### src/rtl/mdio_cmd_master.sv
module mdio_cmd_master #(
  parameter int DIV_W = 7
) (
  input  logic        clk,
  input  logic        rst_n,
  input  logic        reg_we,
  input  logic [1:0]  reg_addr,
  input  logic [31:0] reg_wdata,
  output logic [31:0] reg_rdata,
  output logic        mdc,
  output logic        mdio_o,
  output logic        mdio_oe,
  input  logic        mdio_i,
  output logic        irq
);
  localparam int PRE_LEN = 32;
  localparam int FRM_LEN = 32;
  localparam int IW      = $clog2(PRE_LEN + FRM_LEN) + 1;
  localparam int TA_POS  = 14;
  localparam int DAT_POS = 16;

  logic [DIV_W-1:0] div_q, cnt;
  logic             pre_q, fpre, fread, busy, mdc_q, out_q, oe_q, irq_q;
  logic [31:0]      cmd;
  logic [IW-1:0]    bidx, nidx, last_idx, cpos, npos;
  logic             cpre, npre, nval, ndrv, csamp, half_end;

  wire wr_ctl = reg_we && reg_addr == 2'd0;
  wire wr_cmd = reg_we && reg_addr == 2'd1;
  wire wr_sts = reg_we && reg_addr == 2'd2;

  assign last_idx = fpre ? IW'(PRE_LEN + FRM_LEN - 1) : IW'(FRM_LEN - 1);
  assign nidx     = bidx + 1'b1;
  assign cpre     = fpre && bidx < IW'(PRE_LEN);
  assign npre     = fpre && nidx < IW'(PRE_LEN);
  assign cpos     = fpre ? bidx - IW'(PRE_LEN) : bidx;
  assign npos     = fpre ? nidx - IW'(PRE_LEN) : nidx;
  assign nval     = npre ? 1'b1 : cmd[5'd31 - npos[4:0]];
  assign ndrv     = npre || !(fread && npos >= IW'(TA_POS));
  assign csamp    = fread && !cpre && cpos >= IW'(DAT_POS);
  assign half_end = cnt >= div_q;

  always_ff @(posedge clk or negedge rst_n) begin
    if (!rst_n) begin
      div_q <= '0;
      pre_q <= 1'b0;
    end else if (wr_ctl) begin
      div_q <= reg_wdata[DIV_W-1:0];
      pre_q <= reg_wdata[DIV_W];
    end
  end

  always_ff @(posedge clk or negedge rst_n) begin
    if (!rst_n) begin
      cmd   <= '0;
      busy  <= 1'b0;
      fpre  <= 1'b0;
      fread <= 1'b0;
      bidx  <= '0;
      cnt   <= '0;
      mdc_q <= 1'b0;
      out_q <= 1'b0;
      oe_q  <= 1'b0;
    end else if (!busy) begin
      if (wr_cmd) begin
        cmd   <= reg_wdata;
        busy  <= 1'b1;
        fpre  <= pre_q;
        fread <= reg_wdata[29:28] == 2'b10;
        bidx  <= '0;
        cnt   <= '0;
        mdc_q <= 1'b0;
        out_q <= pre_q ? 1'b1 : reg_wdata[31];
        oe_q  <= 1'b1;
      end
    end else if (!half_end) begin
      cnt <= cnt + 1'b1;
    end else begin
      cnt <= '0;
      if (!mdc_q) begin
        mdc_q <= 1'b1;
        if (csamp) cmd[5'd31 - cpos[4:0]] <= mdio_i;
      end else begin
        mdc_q <= 1'b0;
        if (bidx == last_idx) begin
          busy <= 1'b0;
          oe_q <= 1'b0;
        end else begin
          bidx  <= nidx;
          out_q <= nval;
          oe_q  <= ndrv;
        end
      end
    end
  end

  wire done = busy && half_end && mdc_q && bidx == last_idx;

  always_ff @(posedge clk or negedge rst_n) begin
    if (!rst_n)                     irq_q <= 1'b0;
    else if (done)                  irq_q <= 1'b1;
    else if (wr_sts && reg_wdata[0]) irq_q <= 1'b0;
  end

  always_comb begin
    case (reg_addr)
      2'd0:    reg_rdata = {{(31-DIV_W){1'b0}}, pre_q, div_q};
      2'd1:    reg_rdata = cmd;
      2'd2:    reg_rdata = {31'd0, irq_q};
      default: reg_rdata = '0;
    endcase
  end

  assign mdc     = mdc_q;
  assign mdio_o  = out_q;
  assign mdio_oe = oe_q;
  assign irq     = irq_q;

  a_r9_idle_quiet: assert property (@(posedge clk) disable iff (!rst_n)
    !busy |-> (!mdio_oe && !mdc));
  a_r5_stable_high: assert property (@(posedge clk) disable iff (!rst_n)
    (busy && mdc_q && $past(mdc_q) && $past(busy)) |-> $stable(mdio_o));
  a_r8_rise_at_end: assert property (@(posedge clk) disable iff (!rst_n)
    $rose(irq_q) |-> $past(busy));
  a_r8_end_sets_flag: assert property (@(posedge clk) disable iff (!rst_n)
    $fell(busy) |-> irq_q);
  a_r6_released: assert property (@(posedge clk) disable iff (!rst_n)
    (busy && fread && !cpre && cpos >= IW'(TA_POS)) |-> !mdio_oe);
  a_r7_driven: assert property (@(posedge clk) disable iff (!rst_n)
    (busy && !fread) |-> mdio_oe);
  a_r10_ignored: assert property (@(posedge clk) disable iff (!rst_n)
    (busy && $past(busy) && $past(wr_cmd)) |-> $stable(cmd[31:16]));
endmodule

### config.mk
export PLATFORM = sky130hd
export DESIGN_NAME = mdio_cmd_master
export DESIGN_NICKNAME = d
export VERILOG_FILES = /design/src/rtl/mdio_cmd_master.sv
export SDC_FILE = /design/constraint.sdc
export NUM_CORES = 1
export LEC_CHECK = 0
export BUFFER_PORTS_ARGS = -buffer_cell sky130_fd_sc_hd__buf_4
export CORE_MARGIN = 1
export CORE_UTILIZATION = 55
export CTS_BUF_LIST = sky130_fd_sc_hd__clkbuf_4 sky130_fd_sc_hd__clkbuf_8
export DETAILED_ROUTE_END_ITERATION = 10
export GPL_ROUTABILITY_DRIVEN = 0
export PLACE_DENSITY = 0.77
export SLEW_MARGIN = 0
export SYNTH_ARGS = -nofsm -noshare
export SYNTH_HDL_FRONTEND = slang
export SYNTH_SLANG_ARGS = --single-unit
### constraint.sdc
create_clock -name clk -period 4 [get_ports clk]
set_input_delay 0.4 -clock clk [delete_from_list [all_inputs] [get_ports clk]]
set_output_delay 0.4 -clock clk [all_outputs]
set_load 0.01 [all_outputs]
[Word-level counts from Yosys, hierarchy flattened]
Cells that the tools add are included.
Word-level totals
  ROM bits: 0
  bits in latches: 0
  word-level logic and storage cells: 104
  register bits after elaboration: 61
  output and inout bits: 36
  RAM bits: 0
  memories: 0
  input port bits: 38
Operators by class
  multiplexer cells: 44
  order comparisons: 8
  add/subtract/negate cells: 6
  divide/modulo/power cells: 0
  shifts and indexed selects: 0
  bitwise logic cells: 1
  reduce and logical (&&, ||, !) cells: 24
  $mul: 0
  eq/ne operators: 9
Operator list (number)
  $mux W32: 5
  $pmux W32 S3: 1
  $mux W7: 9
  $bwmux W32: 1
  $mux W1: 25
  $add A7 B1 Y7 const B: 2
  $lt A7 B6 Y1 const B: 2
  $sub A7 B6 Y7 const B: 2
  $logic_and A1 B1 Y1: 13
  $lt A5 B6 Y1 const B: 2
  $sub A5 B5 Y5 const A: 2
  $reduce_and A4 Y1: 2
  $eq A7 B6 Y1: 1
  $ge A7 B4 Y1 const B: 1
  $ge A7 B5 Y1 const B: 1
  $ge A7 B7 Y1: 1
  $mux W6: 1
  $ne A2 B1 Y1 const B: 3
  $bmux W1 S5: 1
  $demux W1 S5: 1
  $ge A5 B1 Y1 const B: 1
  $eq A2 B2 Y1 const B: 2
  $ne A2 B2 Y1 const B: 2
  $reduce_and A2 Y1: 2
  7 further kinds: 9

[Logic depth before layout (Yosys ltp)]
  word-level depth: 12
  mapped depth: 10
  depth with buffers taken out: 7

[Least setup slack after synthesis]
Ideal clock, no wire load.
  path type: reg-to-reg
  start point: register bidx[0]
  end point: register out_q, in the netlist mdio_o
  data required time: 3.869 ns
  clock period less this slack: 2.620 ns
  setup time: 0.131 ns
  arrival time: 2.489 ns
  stages on the path, launching flop included: 10
  setup slack: 1.380 ns
  buffers on the path: 2
  path through: dfrtp_1 buf_6 inv_1 ha_1 buf_6 mux4_1 mux2_2 mux4_2 a311oi_2 o2bb2ai_1
Between the ends
  word-level cells in the longest chain between the ends: 11
  elaborated cells between the ends (all ways): 16
  classes of those cells: add/sub: 3; order compare: 1; eq/ne: 2; mux: 8; reduce/logical: 2
RTL lines
  from (decl): RTL line 25  | logic [IW-1:0] bidx, nidx, last_idx, cpos, npos;
  from (signal assigned): RTL line 89  | bidx <= nidx;
  $add A7 B1 Y7: RTL line 33  | assign nidx = bidx + 1'b1;
  $sub A7 B6 Y7: RTL line 37  | assign npos = fpre ? nidx - IW'(PRE_LEN) : nidx;
  $mux W7: RTL line 37
  $sub A5 B5 Y5: RTL line 38  | assign nval = npre ? 1'b1 : cmd[5'd31 - npos[4:0]];
  $bmux W1 S5: RTL line 38
  $mux W1 (implied by the code): RTL line 38
  $mux W1: RTL line 38
  $mux W1: RTL line 85  | if (bidx == last_idx) begin
  $mux W1: RTL line 80  | if (!mdc_q) begin
  $mux W1: RTL line 76  | end else if (!half_end) begin
  $mux W1: RTL line 64  | end else if (!busy) begin
  to (signal assigned): RTL line 73  | out_q <= pre_q ? 1'b1 : reg_wdata[31];
  to (signal assigned): RTL line 90  | out_q <= nval;
  to (decl): RTL line 23  | logic pre_q, fpre, fread, busy, mdc_q, out_q, oe_q, irq_q;
Several ways; a longest one is shown, not always the timed one. The select of a mux whose other input is x is not followed.
A chain may end at the register's enable or synchronous reset.

[Final worst setup path]
Same ends and word-level chain as after synthesis.

==> qor.csv <==
metric,value,unit
Setup crit end kind,flip-flop,
DR pass1 iterations,5,
Synth Cell Area,0.00428,mm2
clock sink count,61,
CP top delay family,multiplexers,
Area growth syn-to-layout,18.0,%
Worst-Skew Late Latency,0.34,ns
Comb power frac,46.5,%
sequential share of power,35.2,%
hpwl dp,8710,um
fin area,0.00505,mm2
Overflow after GRT,0,
Clk pwr share,18.3,%
drt drc,0,
Clock Skew,0.00862,ns
CTS Buf Count,9,
CTS tree,built,
syn nets,499,
"Arr. time, crit path",3.42,ns
Post-synth EDFFs,0,
"Distinct cells, synth",55,
Worst VDD drop,0.000320,V
Placed Area,0.00488,mm2
Worst-path clk slew,0.07,ns
PD cells,565,mW/mm2
Final Hold Viols,0,
die height,90.2,um
gr usage total,31.7,%
initial DRC count,409,
CP cell instances,"inv_1, ha_1, mux4_1, mux2_2, mux4_2, a311oi_2, o2bb2ai_1",
Sw Ratio,40.8,%
CTS HTree Levels,3,
fin crit share,80.0,%
crit start category,flip-flop,
dominant synthesized flop cell,dfrtp_1,
Core ar.,0.00741,mm2
number of global-route vias before repair,3804,
antenna violations before repair,0,
Yosys top cell area share,35.6,%
n_diodes,0,
asr flop ratio synth,100,%
CP peak stage delay,0.64,ns
Mapped Cells,448,
chip width,90.2,um
Synth Register Bits,61,
Post-Syn Area per Cell,9.56,um2
postcts setup bufs,0,
Setup Viol. Count Final,0,
# rows,31,
Starting Density,57.8,%
reported net switching power,1.17,mW
WL per Instance,20.6,um
Crit Path Class,reg2reg,
Max Freq,0.313,GHz
port buffer count,73,
fraction of layout cells with a size suffix above 1,26.7,%
setup_tns,0,ns
I/O pins,74,
total die area,0.00814,mm2
Vias,4051,
Routed Antenna Nets,0,
synth warn,0,
pin count of the biggest net entering global routing,62,
post_cts resized,0,
slowest cell on the critical path,dfrtp_1,
crit path time final,3.20,ns
Via density,6.65,
Buf/Inv on CP,1,
RSZ-0062 raised after global routing,no,
Routed WL,12600,um
outcome,completed,
Root Driver,clkbuf_8,
clk buf depth,2,
Leak,2.27,nW
first-pass GRT wire length,20100,um
slew margin rel.,31.7,%
post-synth top area cell,dfrtp_1,
sequential element share of the synthesized area,35.6,%
hold buffers post-CTS,0,
Slew Limit Fails,0,
ranking of synthesized cells by area,"dfrtp_1 (36%), mux2_2 (8.7%), o2bb2ai_1 (5.7%), mux4_1 (4.9%), o21ai_0 (4.8%)",
Critical Path RT,4.22,ns
maxcap violations,0,
cell-internal power,1.69,mW
Nets,559,
Crit Path Max Fanout,12,
Worst-Margin Slew,1.03,ns
HP Class,in2async,
-- logic make-up (layout without fill, tap and decap cells) --
logic type / Yosys count / after routing / share of synthesized area [%]
mux: 51 / 51 / 16.2
fa+ha+maj: 15 / 15 / 4.27
flops: 61 / 61 / 35.6
xor+xnor: 9 / 9 / 1.84
compound gates: 118 / 118 / 19.5
simple gates: 142 / 142 / 17.6
buf+inv: 52 / 114 / 4.94
-- power by group through the flow --
stage | Sequential [mW] | Combinational (mW) | Clock, mW
detailed placement | 1.01 | 1.30 | 0
floorplan | 0.913 | 0.964 | 0
CTS | 0.996 | 1.31 | 0.524
finish | 1.00 | 1.33 | 0.522
global route | 1.03 | 1.43 | 0.556
global placement | 1.00 | 1.25 | 0
-- final timing paths --
check / from / end / slack (ns) / cells past startpoint
min in group clk: reg_wdata[5] / div_q[5] / 0.28 / 3
worst max register to register: bidx[0] / mdio_o / 0.80 / 7
worst min-delay path: rst_n / bidx[4] / 0.14 / 1
max in group asynchronous: rst_n / cmd[30] / 3.31 / 1
worst max-delay path: bidx[0] / mdio_o / 0.80 / 7
worst min register to register: mdio_o / mdio_o / 0.53 / 1
-- synth_stat cells (3+ instances only) --
cell type / instances
a21oi_1: 7
a22o_1: 3
a31oi_1: 6
and2_1: 24
and3_1: 3
buf_1: 4
clkbuf_1: 26
dfrtp_1: 61
ha_1: 13
inv_1: 18
mux2_2: 33
mux2i_1: 9
mux4_1: 8
nand2_1: 26
nand2b_1: 8
nand3_1: 16
nand4_1: 25
nor2_1: 21
nor3_1: 5
nor3b_1: 3
o21ai_0: 41
o221a_2: 3
o22ai_1: 4
o2bb2ai_1: 28
o32a_1: 3
o41ai_1: 4
xnor2_1: 4
xor2_1: 5
-- cell usage in the layout (no fill, tap or decap), types with 3 or more instances in the layout --
master	instances
mux4_1	8
o41ai_1	4
nand3_1	16
nand2b_1	8
a31oi_1	6
o32a_1	3
nor3_1	5
and3_1	3
clkbuf_8	9
and2_1	24
o22ai_1	4
o2bb2ai_1	28
a21oi_1	7
nor2_1	21
nand2_1	26
a22o_1	3
o221a_2	3
inv_1	18
mux2i_1	9
dfrtp_1	61
ha_1	13
o21ai_0	41
xor2_1	5
buf_4	82
nor3b_1	3
mux2_2	33
xnor2_1	4
nand4_1	25
-- final cells by class --
cell class	count	area (um2)
inverter	19	71.3
fill	603	2350
clock inverter	3	40.0
sequential	61	1530
timing repair buffer	82	616
clock buffer	10	131
multi-input combinational	335	2540
tap	99	124
-- metal layers --
layer / vias up / global-route usage, % / share of wire [%]
li1: 1807 / - / -
met1: 1985 / 44.6 / 42
met2: 230 / 48.0 / 47
met3: 29 / 6.51 / 9.5
met4: 0 / 12.1 / 2.1
met5: - / 0 / 0
-- flip-flops by register name (all words and copies together), names as in the netlist --
register / count
fpre: 1
div_q: 7
mdc: 1
busy: 1
cmd: 32
pre_q: 1
cnt: 7
mdio_o: 1
mdio_oe: 1
irq: 1
fread: 1
bidx: 7
-- worst register-to-register path: stages (launching register included) --
cell	delay (ns)
dfrtp_1	0.64
inv_1	0.17
ha_1	0.57
mux4_1	0.62
mux2_2	0.28
mux4_2	0.50
a311oi_2	0.21
o2bb2ai_1	0.08
-- per-stage QoR --
| step | std cells | setup slack [ns] | power (mW) | hold slack, ns | util [%] |
|---|---|---|---|---|---|
| 2_1_floorplan | 448 | 1.38 | 1.88 | 0.104 | - |
| 3_3_place_gp | 596 | 1.03 | 2.25 | 0.501 | 65.9 |
| 3_5_place_dp | 596 | 0.824 | 2.31 | 0.508 | 65.9 |
| 4_1_cts | 609 | 0.817 | 2.83 | 0.178 | 68.2 |
| 5_1_grt | 609 | 0.669 | 3.01 | 0.208 | 68.2 |
| 6_report | 609 | 0.801 | 2.85 | 0.139 | 68.2 |
(Power assumes the default switching activity.)
